### config.mk
export PLATFORM = sky130hd
export DESIGN_NAME = pswl_fb_divider
export DESIGN_NICKNAME = d
export VERILOG_FILES = /design/src/rtl/pswl_pkg.sv /design/src/rtl/pswl_prescaler.sv /design/src/rtl/pswl_counters.sv /design/src/rtl/pswl_fb_divider.sv
export SDC_FILE = /design/constraint.sdc
export NUM_CORES = 1
export LEC_CHECK = 0
export CAP_MARGIN = 20
export CORE_ASPECT_RATIO = 0.7
export CORE_MARGIN = 2
export CORE_UTILIZATION = 47
export CTS_CLUSTER_DIAMETER = 60
export CTS_CLUSTER_SIZE = 20
export DETAILED_ROUTE_END_ITERATION = 10
export GPL_TIMING_DRIVEN = 1
export PLACE_DENSITY = 0.79
export SYNTH_ARGS = -nofsm -noshare
export SYNTH_HDL_FRONTEND = slang
export SYNTH_SLANG_ARGS = --single-unit
### constraint.sdc
create_clock -name clk -period 3.79 [get_ports clk]
set_input_delay 0.758 -clock clk [delete_from_list [all_inputs] [get_ports clk]]
set_output_delay 0.758 -clock clk [all_outputs]
set_load 0.005 [all_outputs]
### src/rtl/pswl_pkg.sv
package pswl_pkg;
  localparam int unsigned PSWL_P_SMALL = 64;
  localparam int unsigned PSWL_P_LARGE = 128;
  localparam int unsigned PSWL_A_W     = 7;
  localparam int unsigned PSWL_B_W     = 11;
  localparam int unsigned PSWL_B_MIN   = 3;
endpackage

### src/rtl/pswl_prescaler.sv
module pswl_prescaler #(
  parameter int unsigned P_SMALL = 64,
  parameter int unsigned P_LARGE = 128
) (
  input  logic clk,
  input  logic rst_n,
  input  logic hold,
  input  logic mod_plus1,
  input  logic p_large,
  output logic tick
);
  localparam int unsigned PC_W = $clog2(P_LARGE + 2);

  logic [PC_W-1:0] pc_q;
  logic [PC_W-1:0] pc_d;
  logic [PC_W-1:0] term;

  // terminal count is modulus minus one, plus one more while swallowing
  always_comb begin
    term = (p_large ? PC_W'(P_LARGE - 1) : PC_W'(P_SMALL - 1)) + PC_W'(mod_plus1);
  end

  assign tick = !hold && (pc_q == term);

  always_comb begin
    if (hold || tick) pc_d = '0;
    else              pc_d = pc_q + PC_W'(1);
  end

  always_ff @(posedge clk or negedge rst_n) begin
    if (!rst_n) pc_q <= '0;
    else        pc_q <= pc_d;
  end


  pc_in_range_chk: assert property (@(posedge clk) disable iff (!rst_n)
    !hold |-> (pc_q <= term));
endmodule

### src/rtl/pswl_counters.sv
module pswl_counters #(
  parameter int unsigned A_W     = 7,
  parameter int unsigned B_W     = 11,
  parameter int unsigned B_MIN   = 3,
  parameter int unsigned P_SMALL = 64,
  parameter int unsigned P_LARGE = 128
) (
  input  logic           clk,
  input  logic           rst_n,
  input  logic           hold,
  input  logic           tick,
  input  logic [A_W-1:0] a_in,
  input  logic [B_W-1:0] b_in,
  input  logic           p_large_in,
  output logic           mod_plus1,
  output logic           p_large,
  output logic           last_cyc
);
  logic [A_W-1:0] a_q, a_d;
  logic [B_W-1:0] b_q, b_d;
  logic           p_q, p_d;
  logic           load;

  // a period closes on the tick that ends its last prescaler cycle
  assign load = hold || (tick && (b_q <= B_W'(1)));

  always_comb begin
    a_d = a_q;
    b_d = b_q;
    p_d = p_q;
    if (load) begin
      a_d = a_in;
      b_d = b_in;
      p_d = p_large_in;
    end else if (tick) begin
      b_d = b_q - B_W'(1);
      if (a_q != '0) a_d = a_q - A_W'(1);
    end
  end

  always_ff @(posedge clk or negedge rst_n) begin
    if (!rst_n) begin
      a_q <= '0;
      b_q <= '0;
      p_q <= 1'b0;
    end else begin
      a_q <= a_d;
      b_q <= b_d;
      p_q <= p_d;
    end
  end

  assign mod_plus1 = !hold && (a_q != '0);
  assign last_cyc  = !hold && (b_q == B_W'(1));
  assign p_large   = p_q;


  prog_legal_chk: assert property (@(posedge clk) disable iff (!rst_n)
    load |-> ((int'(b_in) >= int'(B_MIN)) && (int'(a_in) <= int'(b_in)) &&
              (int'(a_in) < (p_large_in ? int'(P_LARGE) : int'(P_SMALL)))));


  swallow_bound_chk: assert property (@(posedge clk) disable iff (!rst_n)
    int'(a_q) <= int'(b_q));


  load_state_chk: assert property (@(posedge clk) disable iff (!rst_n)
    ($past(hold) && $past(rst_n)) |->
      ((a_q == $past(a_in)) && (b_q == $past(b_in)) && (p_q == $past(p_large_in))));


  mod_stable_chk: assert property (@(posedge clk) disable iff (!rst_n)
    ($past(rst_n) && !$past(tick) && !$past(hold) && !hold) |-> $stable(mod_plus1));
endmodule

### src/rtl/pswl_fb_divider.sv
module pswl_fb_divider
  import pswl_pkg::*;
#(
  parameter int unsigned P_SMALL = PSWL_P_SMALL,
  parameter int unsigned P_LARGE = PSWL_P_LARGE,
  parameter int unsigned A_W     = PSWL_A_W,
  parameter int unsigned B_W     = PSWL_B_W,
  parameter int unsigned B_MIN   = PSWL_B_MIN
) (
  input  logic           clk,
  input  logic           rst_n,
  input  logic           pre_sel,
  input  logic [A_W-1:0] swallow_preset,
  input  logic [B_W-1:0] main_preset,
  input  logic           cnt_reset,
  input  logic           pwr_down,
  output logic           div_pulse,
  output logic           mod_ctl
);
  logic hold;
  logic tick;
  logic mod_plus1;
  logic p_large;
  logic last_cyc;

  assign hold = cnt_reset | pwr_down;

  pswl_prescaler #(
    .P_SMALL (P_SMALL),
    .P_LARGE (P_LARGE)
  ) u_prescaler (
    .clk       (clk),
    .rst_n     (rst_n),
    .hold      (hold),
    .mod_plus1 (mod_plus1),
    .p_large   (p_large),
    .tick      (tick)
  );

  pswl_counters #(
    .A_W     (A_W),
    .B_W     (B_W),
    .B_MIN   (B_MIN),
    .P_SMALL (P_SMALL),
    .P_LARGE (P_LARGE)
  ) u_counters (
    .clk        (clk),
    .rst_n      (rst_n),
    .hold       (hold),
    .tick       (tick),
    .a_in       (swallow_preset),
    .b_in       (main_preset),
    .p_large_in (pre_sel),
    .mod_plus1  (mod_plus1),
    .p_large    (p_large),
    .last_cyc   (last_cyc)
  );

  assign div_pulse = last_cyc;
  assign mod_ctl   = mod_plus1;
endmodule

==> PnR_summary.wiki <==
{| class="wikitable"
! Metric !! Value
|-
| Status || finished clean
|-
| Setup slack after layout || 0.455 ns
|-
| Clock slew at the register clock pins of the worst setup and hold paths || 0.10 ns
|-
| Total Die Area || 4300 sq um
|-
| Maximum vdd drop || 152 uV
|-
| Reg-to-reg setup timing slack || 1.17 ns
|-
| Final std cell area, no fill || 2100 sq um
|-
| Critical path arrival || 2.58 ns
|-
| RSZ-0062 raised after global routing || no
|-
| Fillers || 337
|-
| Setup violators final || 0
|-
| Static Leakage || 0.810 nW
|-
| Final setup skew || 0.000975 ns
|-
| Mean instance size in the synthesized netlist || 8.89 sq um
|-
| Crit path time final || 3.34 ns
|-
| Latest clock arrival within the worst-skew pair || 0.28 ns
|-
| Area of the mapped netlist || 1780 sq um
|-
| Portion of the clock cycle consumed by the worst path in the final layout || 88.0%
|-
| Worst reg2reg startpoint || u_counters.a_q[3]$_DFFE_PN0P_
|-
| Highest-count cells in the layout ignoring fill and taps || sky130_fd_sc_hd__dfrtp_1 (27), sky130_fd_sc_hd__clkdlybuf4s50_1 (24), sky130_fd_sc_hd__nor2_1 (21), sky130_fd_sc_hd__a21oi_1 (14)
|-
| Hold-critical path depth || 1
|-
| Worst-case hold path end point || u_counters.b_q[6]$_DFFE_PN0P_
|-
| Distinct cell type count of the synthesized netlist || 48
|-
| Post-placement cell area || 2060 sq um
|-
| Power per standard cell area || 308 nW/um^2
|-
| Worst hold margin || 0.548 ns
|-
| Global-route wire length before repair || 7.45 mm
|-
| Detailed placer's ending HPWL || 3.08 mm
|-
| Final cell count without fillers || 272
|-
| WL/cell || 15.9 um
|-
| Final number of hold-violating endpoints || 0
|-
| Count of flip-flops with a built-in enable after synthesis || 0
|-
| Io pins || 25
|-
| Wire length after detailed routing || 4.34 mm
|-
| Via Count || 1667
|-
| Data required, critical path || 3.03 ns
|-
| Maximum number of pins on one net before global-route repair || 29
|-
| Uppermost signal routing layer after detailed routing || met4
|-
| Fraction of registers with async set or reset after synthesis || 100%
|-
| Detail Route Antenna Nets || 0
|-
| Most used DFF post-synth || sky130_fd_sc_hd__dfrtp_1
|-
| CTS Root Buffer Type || sky130_fd_sc_hd__clkbuf_8
|-
| Remaining global-route overflow || 0
|-
| Bufs on Longest Clock Path || 2
|-
| Routed wl met2 || 1.88 mm
|-
| Setup Fix Bufs, Post-CTS || 0
|-
| Synthesis warning total || 0
|-
| Post-detailed-route DRC marker count || 0
|-
| Critical path type || in -> out
|-
| Sort of element at the end of the critical path || output pin
|-
| Max-capacitance violation count || 0
|-
| Pre-CTS setup slack || 0.487 ns
|-
| Die Height || 55.5 um
|-
| Router iterations before antenna repair || 4
|-
| H-tree levels || 1
|-
| Worst Tran Pin Value || 0.627 ns
|-
| Final weighted congestion of routability-driven global placement || 0.920
|-
| Clock tree from TritonCTS || done
|-
| Worst reg2reg path endpoint || u_counters.a_q[3]$_DFFE_PN0P_
|-
| Flop and latch count out of synthesis || 27
|-
| Vias per cell || 6.13
|-
| Number of nets produced by synthesis || 227
|-
| Pins Over Slew Limit || 0
|-
| Vias in the first global route || 1530
|-
| Chip width || 77.5 um
|-
| Launch point of the worst hold path || u_counters.b_q[6]$_DFFE_PN0P_
|-
| Commonest non-fill, non-tap cell in the layout || sky130_fd_sc_hd__dfrtp_1
|-
| Highest attainable clock frequency || 0.300 GHz
|-
| Relative slew margins || 57.0%
|-
| Number of hold buffers added after cts || 0
|-
| Final core area utilization || 58.8%
|-
| CP Max Fanout || 16
|-
| Sort of element at the start of the critical path || primary input
|-
| Number of antenna violations at the first check in global routing || 0
|-
| Routed metal-1 wirelength || 2.09 mm
|-
| Final sum of negative setup slack || 0 ns
|-
| Worst R2R Path Depth || 5
|-
| Fraction of final layout cells with drive strength greater than 1 || 8.56%
|-
| Clock Sink Count || 27
|-
| Num CTS Buffers || 3
|-
| Area Overhead vs Synth || 18.4%
|-
| HP Class || reg -> reg
|-
| Placed cell count || 268
|-
| Share of the yosys chip area belonging to registers || 38.0%
|-
| Routed wl met3 || 338 um
|-
| Area inside the core boundary || 3580 sq um
|-
| Violation count after the first detailed-routing iteration || 230
|-
| Mapped Cells || 200
|-
| Antenna cells || 0
|-
| Final Net Count || 250
|-
| Quantity of gates resized following cts || 0
|-
| Num rows || 18
|-
| GR Util All Layers || 21.7%
|-
| Count of buffers inserted at the top-level ports || 24
|-
| Sum of internal, switching and leakage power || 647 uW
|-
| Effective utilization at floorplan || 49.7%
|}
## logic make-up after synthesis
kind of cell | share of synthesized area (%)
buffers and inverters | 5.00
multiplexers | 3.52
AND/OR/NAND/NOR | 23.3
adder cells (fa/ha/maj) | 2.82
AO/OA/AOI/OAI | 23.9
flip-flops | 38.0
XOR/XNOR | 3.45
## state kept, by name, indices dropped and copies added, names as in the netlist
| signal | flops |
|---|---|
| u_counters.a_q | 7 |
| u_counters.b_q | 11 |
| u_counters.p_large | 1 |
| u_prescaler.pc_q | 8 |
## power breakdown
group / internal [mW] / leakage [nW] / switching [mW] / total, mW
clock: 0.0749 / 0.0217 / 0.0991 / 0.174
combinational: 0.0638 / 0.451 / 0.0665 / 0.130
sequential: 0.310 / 0.337 / 0.0326 / 0.343
total: 0.449 / 0.810 / 0.198 / 0.647
## final cells by class
type	count	area [sq um]	share of cell area [%]
Timing Repair Buffer	29	278	13.2
Sequential cell	27	676	32.1
Inverter	7	26.3	1.25
Clock buffer	3	41.3	1.96
Clock inverter	1	7.51	0.357
Tap cell	50	62.6	2.97
Multi-Input combinational cell	155	1010	48.2
## layer usage
layer	vias to the layer above	track usage, %
li1	806	-
met2	67	31.2
met3	2	4.08
met5	-	0
met4	0	5.36
met1	792	33.4
## critical path: stages
cell                              delay [ns]
sky130_fd_sc_hd__clkdlybuf4s50_1        0.42
sky130_fd_sc_hd__or2_2                  0.45
sky130_fd_sc_hd__a21oi_1                0.37
sky130_fd_sc_hd__clkdlybuf4s50_1        0.58
## synth_stat cells (all sizes together), types with 2 or more instances
cell	instances	area, sq um
a211o	2	17.5
a211oi	2	15.0
a21oi	14	70.1
a22oi	2	15.0
and3	4	25.0
buf	6	43.8
clkbuf	5	18.8
dfrtp	27	676
ha	4	50.1
inv	7	26.3
mux2	2	22.5
mux2i	4	40.0
nand2	10	37.5
nand2b	2	12.5
nand3	9	45.0
nand4	3	18.8
nor2	21	78.8
nor3	10	50.1
nor4	10	62.6
o211ai	3	22.5
o21ai	11	58.8
o221a	3	33.8
o22ai	5	31.3
o2bb2ai	7	61.3
or4	5	41.3
xnor2	3	26.3
xor2	4	35.0
## worst max-delay path by stage
stage / start / endpoint / slack (ns) / depth (start not counted)
floorplan: pwr_down / u_counters.a_q[2]$_DFFE_PN0P_ / 1.31 / 6
global placement: pwr_down / mod_ctl / 0.54 / 4
detailed placement: pwr_down / mod_ctl / 0.49 / 4
CTS: pwr_down / mod_ctl / 0.48 / 4
global route: pwr_down / mod_ctl / 0.38 / 4
finish: pwr_down / mod_ctl / 0.45 / 4
Power figures use the tool's default switching activity.
